[config.mk]
export PLATFORM = sky130hd
export DESIGN_NAME = vpc_count_dec
export DESIGN_NICKNAME = d
export VERILOG_FILES = /design/src/rtl/vpc_pkg.sv /design/src/rtl/vpc_elem_count.sv /design/src/rtl/vpc_floor_pow2.sv /design/src/rtl/vpc_pattern_map.sv /design/src/rtl/vpc_count_dec.sv
export SDC_FILE = /design/constraint.sdc
export NUM_CORES = 1
export LEC_CHECK = 0
export BUFFER_PORTS_ARGS = -buffer_cell sky130_fd_sc_hd__buf_4
export CORE_MARGIN = 4
export CORE_UTILIZATION = 61
export CTS_CLUSTER_DIAMETER = 100
export DETAILED_ROUTE_END_ITERATION = 16
export MAX_ROUTING_LAYER = met4
export PLACE_DENSITY = 0.82
export RECOVER_POWER = 100
export SLEW_MARGIN = 20
export SYNTH_ARGS = -nofsm -noshare
export SYNTH_HDL_FRONTEND = slang
export SYNTH_SLANG_ARGS = --single-unit
[constraint.sdc]
create_clock -name clk_i -period 0.9 [get_ports clk_i]
set_clock_uncertainty 0.2 [all_clocks]
set_input_delay 0.135 -clock clk_i [delete_from_list [all_inputs] [get_ports clk_i]]
set_output_delay 0.135 -clock clk_i [all_outputs]
set_load 0.05 [all_outputs]
[src/rtl/vpc_pkg.sv]
package vpc_pkg;
  localparam int unsigned PAT_W   = 5;
  localparam int unsigned ESZ_W   = 2;
  localparam int unsigned ESZ_LOG = 3;  // smallest element = 8 bits

  typedef enum logic [ESZ_W-1:0] {
    ESZ_8  = 2'd0,
    ESZ_16 = 2'd1,
    ESZ_32 = 2'd2,
    ESZ_64 = 2'd3
  } esz_e;

  localparam logic [PAT_W-1:0] PAT_POW2    = 5'd0;
  localparam logic [PAT_W-1:0] PAT_FIX_LIN = 5'd8;   // last linear constant
  localparam logic [PAT_W-1:0] PAT_FIX_TOP = 5'd13;  // last power-of-two constant
  localparam logic [PAT_W-1:0] PAT_FIX_OFS = 5'd5;   // 9 -> 2^4
  localparam logic [PAT_W-1:0] PAT_MUL4    = 5'd29;
  localparam logic [PAT_W-1:0] PAT_MUL3    = 5'd30;
  localparam logic [PAT_W-1:0] PAT_ALL     = 5'd31;
endpackage

[src/rtl/vpc_elem_count.sv]
module vpc_elem_count #(
  parameter int unsigned VL_W  = 12,
  parameter int unsigned CNT_W = 9
) (
  input  logic [VL_W-1:0]            vl_i,
  input  logic [vpc_pkg::ESZ_W-1:0]  esz_i,
  output logic [CNT_W-1:0]           cnt_o
);
  import vpc_pkg::*;

  // vector length is a multiple of 8 bits at least; low bits never matter
  logic [VL_W-ESZ_LOG-1:0] vl_bytes;
  logic                    unused_lo;

  assign vl_bytes  = vl_i[VL_W-1:ESZ_LOG];
  assign unused_lo = ^vl_i[ESZ_LOG-1:0];

  always_comb begin
    cnt_o = CNT_W'(vl_bytes >> esz_i);
  end
endmodule

[src/rtl/vpc_floor_pow2.sv]
module vpc_floor_pow2 #(
  parameter int unsigned CNT_W = 9
) (
  input  logic [CNT_W-1:0] cnt_i,
  output logic [CNT_W-1:0] pow2_o
);
  // prefix-OR from the top; keep only the highest set bit
  logic [CNT_W:0] above;
  assign above[CNT_W] = 1'b0;

  for (genvar g = CNT_W - 1; g >= 0; g--) begin : g_bit
    assign above[g]  = above[g+1] | cnt_i[g];
    assign pow2_o[g] = cnt_i[g] & ~above[g+1];
  end
endmodule

[src/rtl/vpc_pattern_map.sv]
module vpc_pattern_map #(
  parameter int unsigned CNT_W = 9
) (
  input  logic [CNT_W-1:0]          cnt_i,
  input  logic [vpc_pkg::PAT_W-1:0] pat_i,
  output logic [CNT_W-1:0]          num_o
);
  import vpc_pkg::*;

  logic [CNT_W-1:0] pow2;
  logic [CNT_W-1:0] fix_k;
  logic [CNT_W-1:0] fix_val;
  logic [CNT_W-1:0] mul3;
  logic [CNT_W-1:0] mul4;

  vpc_floor_pow2 #(.CNT_W(CNT_W)) u_pow2 (
    .cnt_i  (cnt_i),
    .pow2_o (pow2)
  );

  // one shared comparator for both constant groups
  always_comb begin
    if (pat_i <= PAT_FIX_LIN) fix_k = CNT_W'(pat_i);
    else                      fix_k = CNT_W'(1) << (pat_i - PAT_FIX_OFS);
    fix_val = (cnt_i >= fix_k) ? fix_k : '0;
  end

  assign mul4 = {cnt_i[CNT_W-1:2], 2'b00};
  assign mul3 = cnt_i - (cnt_i % CNT_W'(3));

  always_comb begin
    if (pat_i == PAT_POW2)         num_o = pow2;
    else if (pat_i <= PAT_FIX_TOP) num_o = fix_val;
    else if (pat_i == PAT_MUL4)    num_o = mul4;
    else if (pat_i == PAT_MUL3)    num_o = mul3;
    else if (pat_i == PAT_ALL)     num_o = cnt_i;
    else                           num_o = '0;
  end
endmodule

[src/rtl/vpc_count_dec.sv]
module vpc_count_dec #(
  parameter  int unsigned VL_MAX = 2048,
  localparam int unsigned VL_W   = $clog2(VL_MAX) + 1,
  localparam int unsigned CNT_W  = $clog2(VL_MAX / 8) + 1
) (
  input  logic             clk_i,
  input  logic             rst_ni,
  input  logic             valid_i,
  input  logic [4:0]       pattern_i,
  input  logic [1:0]       esz_i,
  input  logic [VL_W-1:0]  vl_i,
  output logic             valid_o,
  output logic [CNT_W-1:0] count_o
);
  logic [CNT_W-1:0] elem_cnt;
  logic [CNT_W-1:0] num;

  vpc_elem_count #(.VL_W(VL_W), .CNT_W(CNT_W)) u_elem (
    .vl_i  (vl_i),
    .esz_i (esz_i),
    .cnt_o (elem_cnt)
  );

  vpc_pattern_map #(.CNT_W(CNT_W)) u_map (
    .cnt_i (elem_cnt),
    .pat_i (pattern_i),
    .num_o (num)
  );

  always_ff @(posedge clk_i or negedge rst_ni) begin
    if (!rst_ni) begin
      valid_o <= 1'b0;
      count_o <= '0;
    end else begin
      valid_o <= valid_i;
      if (valid_i) count_o <= num;
    end
  end
endmodule

==> results of run 1 <==
cells in the mapped netlist, types with 4 or more instances:
cell type / number / area share
a31oi_1: 9 / 0.019
xor2_1: 6 / 0.018
inv_1: 16 / 0.021
o21ai_0: 14 / 0.024
buf_2: 6 / 0.010
nand3_1: 9 / 0.015
a21oi_1: 35 / 0.060
mux2i_1: 10 / 0.034
ha_1: 22 / 0.094
nand2b_1: 13 / 0.028
a21o_1: 14 / 0.036
o211ai_1: 5 / 0.013
a221oi_1: 5 / 0.015
or3_1: 4 / 0.0086
nand4_1: 5 / 0.011
a211oi_1: 5 / 0.013
dfrtp_1: 10 / 0.086
clkbuf_1: 11 / 0.014
nor4_1: 6 / 0.013
nor2_1: 37 / 0.048
nor2b_1: 12 / 0.026
o21ai_1: 6 / 0.010
nand2_1: 33 / 0.042
xnor2_1: 11 / 0.033
or2_2: 5 / 0.011
nor3_1: 8 / 0.014
through the flow:
stage	util	setup TNS (ns)	instances	hold slack, ns	cell area (sq um)
floorplan	-	-41.94	404	-0.361	3040
global placement	0.951	-42.27	607	-0.237	4280
detailed placement	0.951	-45.46	607	-0.234	4280
kinds of logic after synthesis:
kind of cell	count (synthesis)	synth area share
simple gates	164	0.313
compound gates	133	0.317
buf+inv	41	0.0656
fa+ha+maj	24	0.105
xor+xnor	17	0.0510
mux	15	0.0626
flops	10	0.0857
==> results.cfg, run 1 <==
[clock_tree]
postCtsSetupBuffers = 39
cts_made_buffers = 3
cts_max_path_buffers = 2
cts_root_buffer = clkbuf_8
cts.sinks = 10
postCtsHoldBufs = 1
cts_resized = 93
htreeDepth = 1

[outcome]
status = did not finish
haltStage = clock tree synthesis
stop_error = [ERROR DPL-0038] Utilization greater than 100%, impossible to legalize

[yosys]
synth-edff-count = 0
synth_cell_types = 82
avgSynthCellArea_sq_um = 7.23
yosysWarningCount = 0
ys_seq_area_frac = 0.0857
syn-cell-area_sq_um = 2920
synth_seq_cells = 10
synth_ff_type = dfrtp_1
synth-async-reset-ratio = 1.00
synth_fp_nets = 449
netlist_instances = 404

[placement]
dp_hpwl_mm = 10.5
place_worst_setup_slack_ns = -5.54
portBuffers = 28
gp_congestion = 0.956

[die]
start_util = 0.648
die_h_um = 77.2
die_w_um = 77.2
core.rowCount = 24
ios = 32
==> run 2: changes to the inputs <==
--- a/config.mk
+++ b/config.mk
@@ -7,11 +7,9 @@
 export LEC_CHECK = 0
 export BUFFER_PORTS_ARGS = -buffer_cell sky130_fd_sc_hd__buf_4
 export CORE_MARGIN = 4
-export CORE_UTILIZATION = 61
-export CTS_CLUSTER_DIAMETER = 100
+export CORE_UTILIZATION = 40
 export DETAILED_ROUTE_END_ITERATION = 16
-export MAX_ROUTING_LAYER = met4
-export PLACE_DENSITY = 0.82
+export PLACE_DENSITY_LB_ADDON = 0.15
 export RECOVER_POWER = 100
 export SLEW_MARGIN = 20
 export SYNTH_ARGS = -nofsm -noshare
==> results.cfg, run 2 <==
[outcome]
status = complete, but fails checks
violations = negative setup slack

[die]
ios = 32
die_area_sq_um = 8730
die_h_um = 93.4
core_area_sq_um = 6940
die_w_um = 93.4
start_util = 0.421
core.rowCount = 30

[global_routing]
antenna_found_initial = 0
grt_pass1_vias = 3837
grt_max_degree = 26
grt_first_pass_wirelength_mm = 17.6
gr-total-overflow = 0
grt_usage = 0.244

[clock_tree]
cts_made_buffers = 3
clock_latency_ns = 0.24
cts_root_buffer = clkbuf_8
cts.sinks = 10
htreeDepth = 1
cts_max_path_buffers = 2
cts_tree = built
cts.clk_slew.worst_paths_ns = 0.05

[yosys]
yosysMostFrequentCell = nor2_1
ys_top_cells_by_area = ha_1, dfrtp_1, a21oi_1
netlist_instances = 404
synthDominantCellAreaShare = 0.0943
synth-edff-count = 0
synth_ff_type = dfrtp_1
synth_cell_types = 82
synth_common_cells = nor2_1, a21oi_1, nand2_1
avgSynthCellArea_sq_um = 7.23
ys_seq_area_frac = 0.0857
yosysTopAreaCell = ha_1
syn-cell-area_sq_um = 2920
synth-async-reset-ratio = 1.00
synth_seq_cells = 10
synth_fp_nets = 449
yosysWarningCount = 0

[detailed_routing]
first_pass_iters = 6
drtIter0Drc = 177
postRouteWirelength_mm = 10.8
final_antenna_net_count = 0
vias_per_cell = 5.58
routed-via-count = 3849
drc_errors = 0
post_drt_wl_per_cell_um = 15.7

[timing]
worst_slack_ns = -4.91
period_minus_slack_ns = 5.81
finalMaxSlewViolations = 0
tns_ns = -42.66
holdWs_ns = 0.105
slew_headroom = 0.692
fin_crit_sh = 6.46
setup_viol = 19
finalHoldViolations = 0
fmaxAchievable_mhz = 172
rsz0062_at_grt = true
tightest_slew_ns = 0.457

[placement]
place_worst_setup_slack_ns = -5.28
placed_cell_area_sq_um = 4400
dp_cells = 658
portBuffers = 28
dp_hpwl_mm = 7.98
gp_congestion = 0.917

[critical_path]
path_max_fanout = 7
cpMaxStageDelayCell = nor4b_1
crit_arrival_ns = 5.74
cp_common_cell = a21o_1
slowest_delay_ns = 0.36
cp-end-kind = flip-flop
crit_type = input pin to flip-flop
required_ns = 0.83
worstSetupStartpointType = input pin

[finish]
syn2layout_area_growth_pct = 71.2
top_register = count_o
final_nets = 640
reg_top3 = count_o: 9 flops, valid_o: 1 flops
final_cell_mix = buf_4, nor2_1, nand2_1
antennaDiodeCount = 0
design_area_sq_um = 5000
fin_cells = 690
post-route-util = 0.720
largest_register_ff_count = 9
layout_commonest_cell = buf_4
drive_gt1_frac = 0.481

[pwr]
ir_drop_v = 0.000763
p_leak_nw = 2.26
powerDensity_nw_per_um2 = 1540
p_total_mw = 7.72

[run]
cap_violations = 0

[worst_hold_path]
hp-class = input pin to async pin
[run 2: cell families (layout without fill, tap and decap cells)]
| logic type | count (synthesis) | after routing | synth area share |
|---|---|---|---|
| AOI/OAI and AO/OA | 133 | 133 | 0.317 |
| xor gates and xnor gates | 17 | 17 | 0.0510 |
| adders and majority gates | 24 | 24 | 0.105 |
| buffers and inverters | 41 | 230 | 0.0656 |
| DFF | 10 | 10 | 0.0857 |
| muxes | 15 | 16 | 0.0626 |
| and+or+nand+nor | 164 | 164 | 0.313 |
[run 2: report_power, final]
| part | total [mW] | internal [mW] | leakage [nW] | switching (mW) |
|---|---|---|---|---|
| logic | 6.69 | 3.65 | 2.13 | 3.04 |
| clock network | 0.492 | 0.311 | 0.0228 | 0.182 |
| registers | 0.539 | 0.504 | 0.112 | 0.0357 |
[run 2: layout make-up]
type / count / area (sq um)
Inverter: 17 / 63.8
Fill cell: 522 / 1940
Multi-Input combinational cell: 354 / 2820
Tap cell: 96 / 120
Clock buffer: 4 / 45.0
Timing Repair Buffer: 209 / 1690
Sequential cell: 10 / 262
[run 2: routing by layer]
layer,track usage,vias to the layer above,routed length (um)
li1,-,1902,-
met1,0.287,1817,4560
met2,0.459,103,5620
met3,0.0137,27,352
met4,0.0879,0,301
met5,0,-,0
[run 2: final timing paths]
kind	slack, ns	endpoint	cells past startpoint	startpoint
worst min-delay path	0.11	count_o[7]$_DFFE_PN0P_	2	rst_ni
max in group asynchronous	0.17	count_o[1]$_DFFE_PN0P_	2	rst_ni
worst max-delay path	-4.91	count_o[8]$_DFFE_PN0P_	31	vl_i[10]
worst max register to register	-0.12	count_o[8]$_DFFE_PN0P_	2	count_o[8]$_DFFE_PN0P_
worst min register to register	0.36	count_o[0]$_DFFE_PN0P_	2	count_o[0]$_DFFE_PN0P_
min in group clk_i	0.14	count_o[3]$_DFFE_PN0P_	2	valid_i
[run 2: timing repair]
| item | 4_1_cts | 5_1_grt |
|---|---|---|
| hold buffers | 1 | 0 |
| pin swaps | 24 | 15 |
| hold endpoints to repair | 10 | 0 |
| gates resized for setup | 50 | 18 |
| endpoints found under the setup margin | 19 | 19 |
| cloned | 1 | 0 |
| setup buffers | 19 | 10 |
[run 2: critical path, delay by kind of cell]
| family | cells | cell delay, ns |
|---|---|---|
| fa+ha+maj | 2 | 0.54 |
| compound gates | 14 | 2.36 |
| xor+xnor | 2 | 0.25 |
| buf+inv | 3 | 0.46 |
| mux | 2 | 0.68 |
| simple gates | 8 | 1.32 |
Note: power is estimated with default switching activity, not from simulation.
